$ cat config.mk
export PLATFORM = sky130hd
export DESIGN_NAME = pgwin_translator
export DESIGN_NICKNAME = d
export VERILOG_FILES = /design/src/rtl/mmw_pkg.sv /design/src/rtl/mmw_page_reg.sv /design/src/rtl/mmw_xlate.sv /design/src/rtl/pgwin_translator.sv
export SDC_FILE = /design/constraint.sdc
export NUM_CORES = 1
export LEC_CHECK = 0
export BUFFER_PORTS_ARGS = -buffer_cell sky130_fd_sc_hd__buf_2
export CORE_UTILIZATION = 25
export DETAILED_ROUTE_END_ITERATION = 8
export GPL_ROUTABILITY_DRIVEN = 0
export PLACE_DENSITY = 0.71
export SLEW_MARGIN = 20
export SYNTH_ARGS = -nofsm -noshare
export SYNTH_HDL_FRONTEND = slang
export SYNTH_SLANG_ARGS = --single-unit
$ cat constraint.sdc
create_clock -name clk -period 3.5 [get_ports clk]
set_clock_uncertainty 0.1 [all_clocks]
set_input_delay 0.7 -clock clk [delete_from_list [all_inputs] [get_ports clk]]
set_output_delay 0.7 -clock clk [all_outputs]
set_load 0.1 [all_outputs]
$ cat src/rtl/mmw_pkg.sv
package mmw_pkg;
  localparam int LOCAL_W   = 16;
  localparam int IDX_W     = 4;
  localparam int OFFS_W    = LOCAL_W - 2;
  localparam int GLB_W     = IDX_W + OFFS_W;
  localparam int DATA_W    = 8;
  localparam int BADDR_W   = 8;

  typedef enum logic [1:0] {
    QTR_LOW   = 2'b00,
    QTR_MID   = 2'b01,
    QTR_WIN   = 2'b10,
    QTR_HIGH  = 2'b11
  } quarter_e;

  localparam logic [IDX_W-1:0] PG_LOW  = 4'hC;
  localparam logic [IDX_W-1:0] PG_MID  = 4'hD;
  localparam logic [IDX_W-1:0] PG_HIGH = 4'hF;
endpackage

$ cat src/rtl/mmw_page_reg.sv
module mmw_page_reg #(
  parameter int IDX_W    = 4,
  parameter int DATA_W   = 8,
  parameter int BADDR_W  = 8,
  parameter logic [BADDR_W-1:0] REG_ADDR   = 8'h15,
  parameter logic [DATA_W-1:0]  RESET_BYTE = 8'h0E
) (
  input  logic               clk,
  input  logic               rst,
  input  logic               bus_sel,
  input  logic               bus_wr,
  input  logic [BADDR_W-1:0] bus_addr,
  input  logic [DATA_W-1:0]  bus_wdata,
  input  logic               cpu_ld,
  input  logic [IDX_W-1:0]   cpu_val,
  output logic [IDX_W-1:0]   page_idx,
  output logic [DATA_W-1:0]  bus_rdata
);
  localparam logic [DATA_W-1:0] IDX_MASK = DATA_W'((1 << IDX_W) - 1);

  logic [DATA_W-1:0] page_byte_q;
  logic              addr_hit;
  logic              bus_we;
  logic              bus_re;

  assign addr_hit = bus_sel && (bus_addr == REG_ADDR);
  assign bus_we   = addr_hit && bus_wr;
  assign bus_re   = addr_hit && !bus_wr;
  assign page_idx = page_byte_q[IDX_W-1:0];

  // CPU special load has priority over the register bus
  always_ff @(posedge clk) begin
    if (rst) begin
      page_byte_q <= RESET_BYTE & IDX_MASK;
    end else if (cpu_ld) begin
      page_byte_q <= {{(DATA_W-IDX_W){1'b0}}, cpu_val};
    end else if (bus_we) begin
      page_byte_q <= bus_wdata & IDX_MASK;
    end
  end

  always_ff @(posedge clk) begin
    if (rst) begin
      bus_rdata <= '0;
    end else if (bus_re) begin
      bus_rdata <= page_byte_q;
    end else begin
      bus_rdata <= '0;
    end
  end

  a_r2_reset_value: assert property (@(posedge clk)
    rst |=> page_idx == RESET_BYTE[IDX_W-1:0]);

  a_r9_cpu_wins: assert property (@(posedge clk) disable iff (rst)
    cpu_ld |=> page_idx == $past(cpu_val));

  a_r3_bus_write: assert property (@(posedge clk) disable iff (rst)
    (bus_we && !cpu_ld) |=> page_idx == $past(bus_wdata[IDX_W-1:0]));

  a_r10_hold: assert property (@(posedge clk) disable iff (rst)
    (!bus_we && !cpu_ld) |=> $stable(page_idx));

  a_r1_upper_zero: assert property (@(posedge clk) disable iff (rst)
    bus_rdata[DATA_W-1:IDX_W] == '0);
endmodule

$ cat src/rtl/mmw_xlate.sv
module mmw_xlate
  import mmw_pkg::*;
#(
  parameter int L_W = 16,
  parameter int P_W = 4
) (
  input  logic [P_W-1:0]       page_idx,
  input  logic [L_W-1:0]       local_addr,
  output logic [P_W+L_W-3:0]   global_addr,
  output logic                 in_window
);
  localparam int O_W = L_W - 2;

  logic [P_W-1:0] sel_page;
  quarter_e       qtr;

  assign qtr = quarter_e'(local_addr[L_W-1:L_W-2]);

  always_comb begin
    unique case (qtr)
      QTR_LOW:  sel_page = P_W'(PG_LOW);
      QTR_MID:  sel_page = P_W'(PG_MID);
      QTR_WIN:  sel_page = page_idx;
      default:  sel_page = P_W'(PG_HIGH);
    endcase
  end

  assign in_window   = (qtr == QTR_WIN);
  assign global_addr = {sel_page, local_addr[O_W-1:0]};
endmodule

$ cat src/rtl/pgwin_translator.sv
module pgwin_translator
  import mmw_pkg::*;
#(
  parameter logic [BADDR_W-1:0] REG_ADDR   = 8'h15,
  parameter logic [DATA_W-1:0]  RESET_BYTE = 8'h0E
) (
  input  logic               clk,
  input  logic               rst,
  input  logic               bus_sel,
  input  logic               bus_wr,
  input  logic [BADDR_W-1:0] bus_addr,
  input  logic [DATA_W-1:0]  bus_wdata,
  output logic [DATA_W-1:0]  bus_rdata,
  input  logic               cpu_pg_load,
  input  logic [IDX_W-1:0]   cpu_pg_value,
  input  logic [LOCAL_W-1:0] cpu_addr,
  output logic [GLB_W-1:0]   glb_addr,
  output logic               win_hit
);
  logic [IDX_W-1:0] page_idx;

  mmw_page_reg #(
    .IDX_W(IDX_W), .DATA_W(DATA_W), .BADDR_W(BADDR_W),
    .REG_ADDR(REG_ADDR), .RESET_BYTE(RESET_BYTE)
  ) u_page (
    .clk(clk), .rst(rst),
    .bus_sel(bus_sel), .bus_wr(bus_wr), .bus_addr(bus_addr),
    .bus_wdata(bus_wdata),
    .cpu_ld(cpu_pg_load), .cpu_val(cpu_pg_value),
    .page_idx(page_idx), .bus_rdata(bus_rdata)
  );

  mmw_xlate #(.L_W(LOCAL_W), .P_W(IDX_W)) u_xlate (
    .page_idx(page_idx),
    .local_addr(cpu_addr),
    .global_addr(glb_addr),
    .in_window(win_hit)
  );

  a_r4_window_page: assert property (@(posedge clk) disable iff (rst)
    win_hit |-> glb_addr[GLB_W-1:OFFS_W] == page_idx);

  a_r7_outside_fixed: assert property (@(posedge clk) disable iff (rst)
    !win_hit |-> (glb_addr[GLB_W-1:OFFS_W] == PG_LOW ||
                  glb_addr[GLB_W-1:OFFS_W] == PG_MID ||
                  glb_addr[GLB_W-1:OFFS_W] == PG_HIGH));

  a_r10_offset_pass: assert property (@(posedge clk) disable iff (rst)
    glb_addr[OFFS_W-1:0] == cpu_addr[OFFS_W-1:0]);
endmodule

## Word level (Yosys, flattened, before mapping)

Cells that the tools add are included.

- Register bits: 8
- Bits of input ports: 41
- Output and inout bits: 27
- Word-level logic and storage cells: 16

- Eq/ne operators: 3
- Multiplexer cells: 3
- Bitwise operators: 1
- Reduce and logical (&&, ||, !) cells: 7

Operators with widths:

| kind | number |
|---|---|
| one-hot mux 4 bit (3 select lines) | 1 |
| equality test 8 x 5 -> 1 bit (second input constant) | 1 |
| 2-to-1 mux 4 bit | 2 |
| logical AND 1 bit | 3 |
| equality test 2 x 1 -> 1 bit (second input constant) | 1 |
| equality test 2 bit (second input constant) | 1 |
| logical NOT 2 bit | 1 |
| nonzero test 2 bit | 1 |
| OR reduction 2 bit | 1 |
| logical NOT 1 bit | 1 |
| inverter 1 bit | 1 |

## Depth between registers and ports, before layout

- Depth in word-level cells: 5
- Mapped depth: 4

## Hierarchy

A second synthesis with hierarchy kept.

- Cells, all modules: 61
- Area total of the unflattened synthesis: 576.8 µm²

By module, submodules not included:

| module | times used | cells each | area each (µm²) |
|---|---|---|---|
| mmw_page_reg | 1 | 42 | 431.7 |
| mmw_xlate | 1 | 19 | 145.1 |

## Worst setup path before layout

OpenSTA, ideal clock, no wires.

- Path type: input-to-output
- From: input cpu_addr[14]
- To: output glb_addr[16]
- Arrival: 3170 ps
- Setup slack: -470 ps
- Stages: 2
- Buffers on the path: 0
- Path through: nor2b_1 nand2b_1

- Longest elaborated chain between the ends: 2

RTL lines:

| item | RTL line | source |
|---|---|---|
| start, declared | pgwin_translator.sv:16 | `input logic [LOCAL_W-1:0] cpu_addr,` |
| equality test 2 bit (tied with other cells) | mmw_xlate.sv:20 | `unique case (qtr)` |
| one-hot mux 4 bit (3 select lines) (*) | mmw_xlate.sv:20 |  |
| end, declared | pgwin_translator.sv:17 | `output logic [GLB_W-1:0] glb_addr,` |

Every way passes the cells marked *; elsewhere a longest branch is shown, timed or not.

## Worst setup path after layout

- From: input cpu_addr[15]
- To: output glb_addr[16]

The elaborated chain is that of the path after synthesis.

==> impl_metrics.tcl <==
set metrics [dict create \
    area_growth_pct 14.5 \
    grt_pass1_wl_mm 1.44 \
    vdd_ir_drop_max_v 0.000109 \
    num_vias 435 \
    cts-hold-fix-buffers 0 \
    dpl_worst_slack_ns 1.24 \
    cts_buffers 3 \
    rows 16 \
    slowest_stage "buf_2" \
    path_max_fanout 3 \
    fin_area_um2 653 \
    min_period_ns 2.25 \
    cts_tree "done" \
    final.setup.tns_ns 0 \
    outcome "finished, final reports clean" \
    grt_usage_pct 7.71 \
    grt-ovfl-total 0 \
    wl_per_cell_um 8.80 \
    ys_warn_count 0 \
    vias_per_cell 4.14 \
    cts_sinks 8 \
    post-route-worst-setup-slack_ns 1.25 \
    path_cells "buf_2, nor2b_2, nand2b_1, buf_2" \
    cp-start-kind "input port" \
    critPathArrivalTime_ns 1.45 \
    first_pass_iters 4 \
    grt_setup_unrepaired "no" \
    port-buffer-count 31 \
    clk_path_buf_depth 2 \
    max_stage_delay_ns 0.42 \
    drc 0 \
    cp_common_cell "buf_2" \
    io-pin-count 68 \
    avgSynthCellArea_um2 9.35 \
    path_clk_slew_ns 0.05 \
    wl_um 924 \
    synth_xor_area_share_pct 0 \
    first_global_vias 380 \
    grt_max_degree 10 \
    final_layout_size_suffix_gt1_share_pct 50.0 \
    powerDensity_nw_per_um2 370 \
    fmax_ghz 0.445 \
    antenna_left 0 \
    final_util_pct 31.7 \
    antenna_cells 0 \
    critPathCaptureType "primary output" \
    hold_path.class "reg -> reg" \
    seq_area_frac_synth_pct 28.1 \
    synthMuxAreaShare_pct 9.65 \
    critPathKind "in -> out" \
    cts-resized-gates 0 \
    die_width_um 49.8 \
    dpl_cell_area_um2 631 \
    yosysUniqueCellTypes 20 \
    drt-initial-drc-count 3 \
    die_h_um 49.8 \
    synth-simple-area-share_pct 27.9 \
    num-fill-cells 227 \
    synthCells 61 \
    synth_top_family_by_area "simple AND/OR/NAND/NOR gates" \
    post_cts_buffers 0 \
    fin_crit_sh_pct 64.2 \
    grt_antenna_before_repair 0 \
    setup_viol 0 \
    maxCapViolCount 0 \
    slew_viol_final 0 \
    clock_latency_ns 0.24 \
    hold_violations 0 \
    core-area_um2 2060 \
    root_buffer "clkbuf_4" \
    synth_seq_cells 8 \
    cts_htree_levels 1 \
    instances_no_fill 105 \
    synth_fa_ha_area_share_pct 0 \
    dp.cells 102 \
    nets 121 \
    power.total_mw 0.241 \
    synth-compound-area-share_pct 8.11 \
    die_area_um2 2480 \
    start_util_pct 27.7 \
    timing.hold.ws_ns 0.375 \
    required_ns 2.70 \
    syn_area_um2 571 \
    leakagePower_nw 0.320 \
]
[flip-flops by register name, summed over array words and instances, names as in the netlist]
register            cells
u_page.bus_rdata        4
u_page.page_byte_q      4
[cell families after synthesis]
group           count (synthesis)
buf+inv                        21
simple gates                   20
flops                           8
compound gates                  6
mux                             5
other cells                     1
[Yosys cell counts]
library cell | n | share of area, %
nand4bb_4 | 1 | 4.8
or4b_1 | 1 | 1.8
inv_1 | 1 | 0.66
clkbuf_1 | 2 | 1.3
nor2_1 | 4 | 2.6
conb_1 | 1 | 0.66
nand2b_4 | 1 | 2.4
a211oi_1 | 3 | 3.9
mux2_4 | 1 | 2.6
and2_1 | 4 | 4.4
o21a_1 | 1 | 1.3
nand2b_1 | 2 | 2.2
buf_4 | 18 | 24
o31a_1 | 1 | 1.5
nor2b_1 | 5 | 5.5
dfxtp_1 | 8 | 28
nand4bb_1 | 1 | 2.0
a21o_1 | 1 | 1.3
mux2i_1 | 4 | 7.0
nor4_2 | 1 | 2.2
[cell usage in the layout (no fill, tap or decap)]
cell,count
nor2_1,4
nor2b_1,4
nand4bb_4,1
nand2b_4,1
o21a_1,1
conb_1,4
inv_1,1
nor2b_2,1
a21o_1,1
dfxtp_1,8
mux2i_1,4
mux2_4,1
clkbuf_4,3
nand2b_1,2
a211oi_1,3
nand4bb_1,1
buf_2,31
o31a_1,1
or4b_1,1
and2_1,4
nor4_2,1
[metal layers]
metal  vias up  GRT usage (%)  share of wire [%]
li1        216              -                  -
met1       194           5.59                 31
met2        21           14.9                 57
met3         4           2.16                 11
met4         0           8.10               0.65
met5         -              0                  0
[path summary, 6_finish.rpt]
path / from / end / slack (ns) / cells past startpoint
hold / removal: u_page.page_byte_q[2] / u_page.bus_rdata[2] / 0.38 / 1
setup / recovery: cpu_addr[15] / glb_addr[16] / 1.25 / 4
setup reg to reg: u_page.page_byte_q[0] / u_page.page_byte_q[0] / 2.60 / 2
hold reg to reg: u_page.page_byte_q[2] / u_page.bus_rdata[2] / 0.38 / 1
[layout make-up]
class,instances,area [um2],area share [%]
Multi-Input combinational cell,35,278,42.5
Sequential cell,8,160,24.5
Timing Repair Buffer,31,155,23.8
Tap cell,27,33.8,5.17
Clock buffer,3,22.5,3.45
Inverter,1,3.75,0.575
[power breakdown]
group | switching (mW) | internal (mW) | leakage (nW) | total, mW
clock network | 0.0293 | 0.0391 | 0.0138 | 0.0684
registers | 0.00219 | 0.0947 | 0.0654 | 0.0969
logic | 0.0539 | 0.0222 | 0.240 | 0.0761
[critical path: cells and delay by family]
| family | cells | cell delay, ns |
|---|---|---|
| and+or+nand+nor | 2 | 0.22 |
| buffers and inverters | 2 | 0.53 |
(Power assumes the default switching activity.)
